$ cat src/rtl/irq_router_pkg.sv
// Package: shared types and register addresses of the interrupt router.
// Assumes byte addresses on an 8-bit bus and 32-bit data words.
package irq_router_pkg;

    localparam int DEST_W   = 3;
    localparam int FIELD_W  = DEST_W + 1;
    localparam int SRC_PER_WORD = 32 / FIELD_W;
    localparam int OE_LSB   = 16;
    localparam int STAT_W   = 16;

    localparam logic [7:0] ADR_ROUTE_BASE = 8'h00;
    localparam logic [7:0] ADR_STAT_BASE  = 8'h08;
    localparam logic [7:0] ADR_OUT_EN     = 8'h18;
    localparam logic [7:0] ADR_CLEAR      = 8'h1C;
    localparam logic [7:0] ADR_SENSE      = 8'h20;

    // Per-source routing nibble: enable on top, destination below.
    typedef struct packed {
        logic              enable;
        logic [DEST_W-1:0] dest;
    } route_field_t;

    // Per-pin sense pair: level flag on top, active-low flag below.
    typedef struct packed {
        logic level;
        logic active_low;
    } sense_t;

endpackage

$ cat src/rtl/irq_pin_cond.sv
// Module: conditions one external interrupt pin.
// Synchronises the asynchronous pin through two flops and corrects its
// polarity. It delivers the corrected level and a one-cycle pulse on the
// active edge. Assumes the sense setting changes rarely. Because the
// polarity is applied to both the current and the delayed sample, a
// polarity change alone creates no edge.
module irq_pin_cond
    import irq_router_pkg::*;
(
    input  logic   clk,
    input  logic   rst_n,
    input  logic   pin,
    input  sense_t sense,
    output logic   level_out,
    output logic   edge_pulse
);

    logic sync1_q, sync2_q, prev_q;

    // Two-flop synchroniser plus one delayed sample for edge detection.
    always_ff @(posedge clk) begin
        if (!rst_n) begin
            sync1_q <= 1'b0;
            sync2_q <= 1'b0;
            prev_q  <= 1'b0;
        end else begin
            sync1_q <= pin;
            sync2_q <= sync1_q;
            prev_q  <= sync2_q;
        end
    end

    // Polarity-corrected level and its rising edge.
    always_comb begin
        level_out  = sync2_q ^ sense.active_low;
        edge_pulse = level_out & ~(prev_q ^ sense.active_low);
    end

    // the edge pulse lasts one cycle while the sense is unchanged.
    a_r9_edge_one_cycle: assert property (@(posedge clk) disable iff (!rst_n)
        edge_pulse |=> (!edge_pulse || (sense != $past(sense))));

endmodule

$ cat src/rtl/irq_pending.sv
// Module: pending state of every source.
// An edge source sets on its pulse and holds until a clear. When both
// arrive at the same clock edge, the set wins. A level source copies
// its input each cycle and ignores the clear. Assumes clr is a
// single-cycle mask taken from a bus write.
module irq_pending #(
    parameter int NUM_SRC = 16
) (
    input  logic               clk,
    input  logic               rst_n,
    input  logic [NUM_SRC-1:0] is_level,
    input  logic [NUM_SRC-1:0] level_in,
    input  logic [NUM_SRC-1:0] edge_set,
    input  logic [NUM_SRC-1:0] clr,
    output logic [NUM_SRC-1:0] pend
);

    for (genvar n = 0; n < NUM_SRC; n++) begin : g_src
        // Pending latch of source n with set-over-clear priority.
        always_ff @(posedge clk) begin
            if (!rst_n)           pend[n] <= 1'b0;
            else if (is_level[n]) pend[n] <= level_in[n];
            else if (edge_set[n]) pend[n] <= 1'b1;
            else if (clr[n])      pend[n] <= 1'b0;
        end

        a_r9_edge_holds: assert property (@(posedge clk) disable iff (!rst_n)
            (!is_level[n] && pend[n] && !clr[n]) |=> pend[n]);
        a_r7_clear_drops: assert property (@(posedge clk) disable iff (!rst_n)
            (!is_level[n] && !edge_set[n] && clr[n]) |=> !pend[n]);
        a_r10_set_wins: assert property (@(posedge clk) disable iff (!rst_n)
            (!is_level[n] && edge_set[n]) |=> pend[n]);
        a_r8_level_follows: assert property (@(posedge clk) disable iff (!rst_n)
            is_level[n] |=> (pend[n] == $past(level_in[n])));
    end

endmodule

$ cat src/rtl/irq_regs.sv
// Module: register file and read multiplexer.
// Holds the routing fields, the line enables and the pin sense fields.
// Decodes the write-one-to-clear register into a single-cycle mask and
// returns read data combinationally from the address. Assumes at most
// 16 sources and at most 8 lines.
module irq_regs
    import irq_router_pkg::*;
#(
    parameter int NUM_SRC = 16,
    parameter int NUM_OUT = 8,
    parameter int NUM_EXT = 4
) (
    input  logic                             clk,
    input  logic                             rst_n,
    input  logic                             bus_sel,
    input  logic                             bus_wr,
    input  logic [7:0]                       bus_addr,
    input  logic [31:0]                      bus_wdata,
    output logic [31:0]                      bus_rdata,
    input  logic [NUM_OUT-1:0][NUM_SRC-1:0]  status,
    output route_field_t [NUM_SRC-1:0]       route,
    output logic [NUM_OUT-1:0]               out_en,
    output sense_t [NUM_EXT-1:0]             sense,
    output logic [NUM_SRC-1:0]               clr_mask
);

    logic wr_stb;

    // Write strobe and the single-cycle clear mask.
    always_comb begin
        wr_stb   = bus_sel & bus_wr;
        clr_mask = (wr_stb && bus_addr == ADR_CLEAR) ? bus_wdata[NUM_SRC-1:0] : '0;
    end

    // Programmable registers, updated on a qualified write.
    always_ff @(posedge clk) begin
        if (!rst_n) begin
            route  <= '0;
            out_en <= '0;
            sense  <= '0;
        end else if (wr_stb) begin
            for (int i = 0; i < NUM_SRC; i++) begin
                if (bus_addr == 8'(ADR_ROUTE_BASE + 4 * (i / SRC_PER_WORD)))
                    route[i] <= bus_wdata[FIELD_W*(i%SRC_PER_WORD) +: FIELD_W];
            end
            if (bus_addr == ADR_OUT_EN)
                out_en <= bus_wdata[OE_LSB +: NUM_OUT];
            if (bus_addr == ADR_SENSE)
                sense <= bus_wdata[2*NUM_EXT-1:0];
        end
    end

    // Combinational read multiplexer.
    always_comb begin
        bus_rdata = '0;
        for (int i = 0; i < NUM_SRC; i++) begin
            if (bus_addr == 8'(ADR_ROUTE_BASE + 4 * (i / SRC_PER_WORD)))
                bus_rdata[FIELD_W*(i%SRC_PER_WORD) +: FIELD_W] = route[i];
        end
        for (int k = 0; k < NUM_OUT; k++) begin
            if (bus_addr == 8'(ADR_STAT_BASE + 4 * (k / 2)))
                bus_rdata[STAT_W*(k%2) +: NUM_SRC] = status[k];
        end
        if (bus_addr == ADR_OUT_EN)
            bus_rdata[OE_LSB +: NUM_OUT] = out_en;
        if (bus_addr == ADR_SENSE)
            bus_rdata[2*NUM_EXT-1:0] = sense;
    end

    // routing fields change only on a bus write.
    a_r2_route_hold: assert property (@(posedge clk) disable iff (!rst_n)
        !wr_stb |=> $stable(route));

endmodule

$ cat src/rtl/irq_route_out.sv
// Module: routes pending sources into status words and drives the lines.
// A status bit needs the source pending, enabled and routed to that
// line. Each line register goes high when its word is non-empty and its
// line enable is set. Assumes NUM_OUT fits the 3-bit destination.
module irq_route_out
    import irq_router_pkg::*;
#(
    parameter int NUM_SRC = 16,
    parameter int NUM_OUT = 8
) (
    input  logic                            clk,
    input  logic                            rst_n,
    input  logic [NUM_SRC-1:0]              pend,
    input  route_field_t [NUM_SRC-1:0]      route,
    input  logic [NUM_OUT-1:0]              out_en,
    output logic [NUM_OUT-1:0][NUM_SRC-1:0] status,
    output logic [NUM_OUT-1:0]              cpu_irq
);

    // Status matrix: one row per line, one column per source.
    always_comb begin
        for (int k = 0; k < NUM_OUT; k++)
            for (int n = 0; n < NUM_SRC; n++)
                status[k][n] = pend[n] & route[n].enable & (route[n].dest == DEST_W'(k));
    end

    for (genvar k = 0; k < NUM_OUT; k++) begin : g_line
        // Registered line output gated by its line enable.
        always_ff @(posedge clk) begin
            if (!rst_n) cpu_irq[k] <= 1'b0;
            else        cpu_irq[k] <= out_en[k] & (|status[k]);
        end

        a_r5_line_gated: assert property (@(posedge clk) disable iff (!rst_n)
            cpu_irq[k] |-> $past(out_en[k]));
    end

    for (genvar n = 0; n < NUM_SRC; n++) begin : g_col
        logic [NUM_OUT-1:0] dest_col;

        // Gather source n's bit across all status rows.
        always_comb begin
            for (int k = 0; k < NUM_OUT; k++) dest_col[k] = status[k][n];
        end

        a_r3_single_line: assert property (@(posedge clk) disable iff (!rst_n)
            $onehot0(dest_col));
        a_r4_disabled_silent: assert property (@(posedge clk) disable iff (!rst_n)
            !pend[n] |-> (dest_col == '0));
    end

endmodule

$ cat src/rtl/irq_router.sv
// Module: top of the interrupt router.
// External pins 0..NUM_EXT-1 feed sources of the same number through
// pin conditioning. The internal level inputs feed the remaining
// sources. Assumes NUM_SRC <= 16 and NUM_OUT <= 8.
module irq_router
    import irq_router_pkg::*;
#(
    parameter int NUM_SRC = 16,
    parameter int NUM_OUT = 8,
    parameter int NUM_EXT = 4
) (
    input  logic                       clk,
    input  logic                       rst_n,
    input  logic                       bus_sel,
    input  logic                       bus_wr,
    input  logic [7:0]                 bus_addr,
    input  logic [31:0]                bus_wdata,
    output logic [31:0]                bus_rdata,
    input  logic [NUM_EXT-1:0]         ext_irq_pin,
    input  logic [NUM_SRC-NUM_EXT-1:0] int_irq,
    output logic [NUM_OUT-1:0]         cpu_irq
);

    localparam int NUM_INT = NUM_SRC - NUM_EXT;

    route_field_t [NUM_SRC-1:0]       route;
    sense_t [NUM_EXT-1:0]             sense;
    logic [NUM_OUT-1:0]               out_en;
    logic [NUM_SRC-1:0]               clr_mask, pend;
    logic [NUM_SRC-1:0]               is_level, level_in, edge_set;
    logic [NUM_OUT-1:0][NUM_SRC-1:0]  status;

    irq_regs #(.NUM_SRC(NUM_SRC), .NUM_OUT(NUM_OUT), .NUM_EXT(NUM_EXT)) u_regs (
        .clk(clk), .rst_n(rst_n), .bus_sel(bus_sel), .bus_wr(bus_wr),
        .bus_addr(bus_addr), .bus_wdata(bus_wdata), .bus_rdata(bus_rdata),
        .status(status), .route(route), .out_en(out_en), .sense(sense),
        .clr_mask(clr_mask)
    );

    for (genvar p = 0; p < NUM_EXT; p++) begin : g_pin
        irq_pin_cond u_cond (
            .clk(clk), .rst_n(rst_n), .pin(ext_irq_pin[p]), .sense(sense[p]),
            .level_out(level_in[p]), .edge_pulse(edge_set[p])
        );
        assign is_level[p] = sense[p].level;
    end

    for (genvar i = 0; i < NUM_INT; i++) begin : g_int
        assign is_level[NUM_EXT+i] = 1'b1;
        assign level_in[NUM_EXT+i] = int_irq[i];
        assign edge_set[NUM_EXT+i] = 1'b0;
    end

    irq_pending #(.NUM_SRC(NUM_SRC)) u_pend (
        .clk(clk), .rst_n(rst_n), .is_level(is_level), .level_in(level_in),
        .edge_set(edge_set), .clr(clr_mask), .pend(pend)
    );

    irq_route_out #(.NUM_SRC(NUM_SRC), .NUM_OUT(NUM_OUT)) u_out (
        .clk(clk), .rst_n(rst_n), .pend(pend), .route(route), .out_en(out_en),
        .status(status), .cpu_irq(cpu_irq)
    );

    // lines are low in the cycle after reset.
    a_r1_reset_quiet: assert property (@(posedge clk)
        !$past(rst_n) |-> (cpu_irq == '0));

endmodule

$ cat config.mk
export PLATFORM = sky130hd
export DESIGN_NAME = irq_router
export DESIGN_NICKNAME = d
export VERILOG_FILES = /design/src/rtl/irq_router_pkg.sv /design/src/rtl/irq_pin_cond.sv /design/src/rtl/irq_pending.sv /design/src/rtl/irq_regs.sv /design/src/rtl/irq_route_out.sv /design/src/rtl/irq_router.sv
export SDC_FILE = /design/constraint.sdc
export NUM_CORES = 1
export LEC_CHECK = 0
export ABC_AREA = 0
export BUFFER_PORTS_ARGS = -buffer_cell sky130_fd_sc_hd__buf_2
export CAP_MARGIN = 10
export CORE_MARGIN = 8
export CORE_UTILIZATION = 46
export CTS_CLUSTER_DIAMETER = 80
export DETAILED_ROUTE_END_ITERATION = 16
export PLACE_DENSITY_LB_ADDON = 0.15
export SYNTH_ARGS = -nofsm -noshare
export SYNTH_HDL_FRONTEND = slang
export SYNTH_HIERARCHICAL = 1
export SYNTH_SLANG_ARGS = --single-unit
$ cat constraint.sdc
create_clock -name clk -period 5.53 [get_ports clk]
set_input_delay 1.659 -clock clk [delete_from_list [all_inputs] [get_ports clk]]
set_output_delay 1.659 -clock clk [all_outputs]
set_load 0.02 [all_outputs]
# After elaboration in Yosys (flattened, before gate mapping)

Index checks and enable logic that the tools add are counted.

Flip-flop bits (word level): 116
Input bits: 60
Logic and storage cells: 439

Equal/unequal tests: 120
Multiplexer cells: 39
Bitwise operators: 169
Reduce and logical (&&, ||, !) cells: 34

Operators by type and width:

| kind               | count |
|---|---|
| $eq 3x3->1 const B | 64 |
| $and 1x1->1        | 157 |
| $mux 16            | 8 |
| $reduce_or 16->1   | 8 |
| $eq 3x2->1 const B | 32 |
| $mux 4             | 17 |
| $eq 3x1->1 const B | 16 |
| $logic_not 3->1    | 16 |
| $eq 8x5->1 const B | 4 |
| $eq 8x4->1 const B | 2 |
| $mux 8             | 2 |
| $mux 1             | 12 |
| $reduce_bool 3->1  | 4 |
| $eq 8x3->1 const B | 1 |
| $eq 8x6->1 const B | 1 |
| $logic_not 8->1    | 1 |
| $reduce_and 2->1   | 4 |
| $xor 1x1->1        | 8 |
| $not 1->1          | 4 |
| $logic_and 1x1->1  | 1 |

# Longest topological paths before layout

Word-level depth: 8
Mapped depth: 8
Gate-level depth less buffers: 6

# By module

Netlist, hierarchy kept.

By module, submodules not included:

| module        | instances | cells an instance | area an instance (sq um) | sequential area each (sq um) |
|---|---|---|---|---|
| irq_regs      | 1         | 609               | 4923.5                   | 1601.5 |
| irq_route_out | 1         | 256               | 1779.2                   | 160.2 |
| irq_pending   | 1         | 66                | 711.9                    | 320.3 |
| irq_pin_cond  | 4         | 10                | 110.1                    | 60.1 |
| irq_router    | 1         | 2                 | 7.5                      | 0.0 |

# Least setup slack after synthesis

No wires, ideal clock.

Kind: input to output
Start point: input bus_addr[7]
End point: output bus_rdata[16]
Arrival: 3250 ps
Required time: 3871 ps
Setup slack: 621 ps
Cell stages on the path: 6
Buffers on the path: 1
Cell sequence: or4_4 -> nor2_1 -> buf_2 -> a21oi_1 -> a2bb2oi_1 -> o22ai_1

Cells in the longest elaborated chain, start to end: 8
Elaborated cells on any way between the ends: 14
Those cells by class: eq/ne (6); mux (7); reduce/logical (1)

Ends and longest elaborated chain:

| what                  | RTL line         | RTL |
|---|---|---|
| from (decl)           | irq_router.sv:16 | `input logic [7:0] bus_addr,` |
| $logic_not 8->1       | irq_regs.sv:57   | `if (bus_addr == 8'(ADR_ROUTE_BASE + 4 * (i / SRC_PER_WORD)))` |
| $mux 4 (2 in series)  | irq_regs.sv:57   |  |
| $mux 16 (4 in series) | irq_regs.sv:61   | `if (bus_addr == 8'(ADR_STAT_BASE + 4 * (k / 2)))` |
| $mux 8 (*)            | irq_regs.sv:64   | `if (bus_addr == ADR_OUT_EN)` |
| to (decl)             | irq_router.sv:18 | `output logic [31:0] bus_rdata,` |

Mark *: on every way between the ends. The rest lies on a longest branch, timed or not.

# Worst setup path after layout

Start point: input bus_addr[3]
End point: output bus_rdata[16]

The elaborated chain is that of the path after synthesis.

==> out/results.ini <==
[cells_and_area]
area_delta_synth_final_pct=18.4
drive_gt1_share_pct=20.3
n_antenna_cell=0
nNetsFinal=1151

[route]
via_count=7869
vias_per_cell=5.92
met2_length_um=11800
routed_wl_um=28300
ant_nets=0
wire_per_inst_um=21.3
drcViolationCount=0
wl_met1_um=12600
routed.top_layer=met4
drt_iter0_drc=1009
routed-wl-met3_um=2650
drt_pre_antenna_iters=6

[clock_tree]
postCtsHoldBufs=0
cts_resized=0
clock_path_buffers=2
cts_tree=built
clk_latency_ns=0.43
cts_sinks=116
htreeDepth=4
cts_buffers=17
root_buffer=clkbuf_16
post-cts-setup-buffers=0
clk_transition_reported_paths_ns=0.05

[logic_synthesis]
async_reset_ff_share_pct=0
synth-edff-count=0
synth_ff_type=dfxtp_1
ys_types=55
netlist_instances=973
synth_xor_area_share_pct=0.446
synth_simple_gate_area_share_pct=36.6
synthTopCellsByArea=dfxtp_1, nand2_1, mux2i_1
synth_top_area_cell=dfxtp_1
synth_top_area_share_pct=29.5
syn_area_um2=7860
synth.avg_cell_area_um2=8.08
synth_top_family_by_area=simple AND/OR/NAND/NOR gates
synth-adder-area-share_pct=0
synth_seq_cells=116
ys_seq_area_share_pct=29.5
muxShareOfSynthArea_pct=10.7
yosysMostFrequentCell=nand2_1
netlist_top_cells_count=nand2_1, dfxtp_1, nor2_1, a21boi_1, mux2i_1
yosys_warnings=6
synth_compound_area_share_pct=18.6

[grt]
grt_pass1_wl_um=44200
grtUsageTotal_pct=26.2
antenna_found_initial=0
grt_pass1_vias=7610
grt_overflow=0
grt_start_max_net_pins=69

[critical_path]
crit_start=bus_addr[3]
end_kind=output port
worstSetupPathType=in -> out
cp_max_fo=9
reg2reg_from=u_regs/route[24]$_SDFFE_PN0P_
startpoint_type=primary input
worst_ep_required_time_ns=3.87
worstPathArrival_ns=3.46

[place]
numPortBuffers=99
gp_congestion=1.04
dp_hpwl_um=21600

[power]
peakVddDrop_v=0.000201
powerDensity_nw_per_um2=234
p_leak_nw=3.56
power.total_mw=2.18

[sta]
fin_skew_ns=0.0143
timing.final.hold_violations=0
worst_pin_slew_ns=0.905
slew_headroom_pct=39.7
finalCritPeriodShare_pct=92.5
fmax_ghz=0.195
finalSetupTns_ns=0
report.final.setup_viol=0
slew_violations=0
rsz0062_at_grt=no
period_needed_ns=5.12

[floorplan]
die_y_um=147
start_util_pct=46.3
die_w_um=147
dieArea_um2=21500
pin_count=100
core_area_um2=17000
fp-row-count=48

[min_path]
hold_class=reg -> reg
worstHoldStart=g_pin[0].u_cond/sync1_q$_SDFF_PN0_

[outcome]
status=finished clean

[run]
drv_cap=0

power by group:
| group | leakage (nW) | internal, mW | switching (mW) | total [mW] |
|---|---|---|---|---|
| Clock | 0.293 | 0.758 | 0.427 | 1.19 |
| Combinational | 2.32 | 0.0596 | 0.0717 | 0.131 |
| Sequential | 0.940 | 0.848 | 0.0157 | 0.864 |
metrics by stage:
step	hold slack [ns]	cells	utilization, %	area [um^2]	worst slack (ns)
6_report	0.432	1329	54.8	9310	0.415
5_1_grt	0.454	1329	54.8	9310	0.266
4_1_cts	0.435	1329	54.8	9310	0.443
3_5_place_dp	0.421	1297	51.1	8680	0.461
3_3_place_gp	0.412	1297	51.1	8680	0.457
2_1_floorplan	0.412	1007	-	7990	0.621
placed cells by master, fill, tap and decap left out, drive strengths merged, types with 16 or more instances in the layout:
cell	n
dfxtp	116
buf	120
a21boi	64
and2	33
clkbuf	18
nor3b	19
o21ai	44
nand3b	20
nor3	34
nand2	188
nor2b	34
mux4	16
mux2i	48
nand2b	37
o311a	16
nand3	18
nor2	83
conb	36
a21oi	29
nor4	34
state kept, by name (all words and copies together), names as in the netlist:
name,flops
g_pin.u_cond/prev_q,4
g_pin.u_cond/sync1_q,4
g_pin.u_cond/sync2_q,4
u_out/cpu_irq,8
u_pend/pend,16
u_regs/out_en,8
u_regs/route,64
u_regs/sense,8
metal layers:
metal,global-route usage [%],up-vias
met5,0,-
met4,11.3,0
met3,6.64,81
met2,38.3,380
met1,35.6,3730
li1,-,3678
cells by family after synthesis:
logic type / Yosys count
other cells: 2
xor+xnor: 4
mux: 64
compound gates: 209
buf+inv: 62
simple gates: 516
flops: 116
final timing paths:
kind	end	slack [ns]	cells past startpoint
worst max register to register	u_out/cpu_irq[2]$_SDFF_PN0_	3.67	4
worst min-delay path	g_pin[0].u_cond/sync2_q$_SDFF_PN0_	0.43	1
worst max-delay path	bus_rdata[16]	0.41	8
worst min register to register	g_pin[0].u_cond/sync2_q$_SDFF_PN0_	0.43	1
cell type report:
| type | count | area [um^2] |
|---|---|---|
| repair buffers | 120 | 678 |
| clock buffers | 18 | 429 |
| multi-input cells | 829 | 5370 |
| fillers | 1639 | 7690 |
| inverters | 7 | 26.3 |
| flip-flops and latches | 116 | 2320 |
| well taps | 225 | 282 |
| clock inverters | 14 | 203 |
critical path: stages:
cell and delay, ns:
buf_2 0.15, nor2_1 0.45, and2_0 0.42, buf_4 0.23, a21oi_1 0.05, a2bb2oi_1 0.14
o22ai_1 0.15, buf_2 0.21
Note: power is estimated with default switching activity, not from simulation.
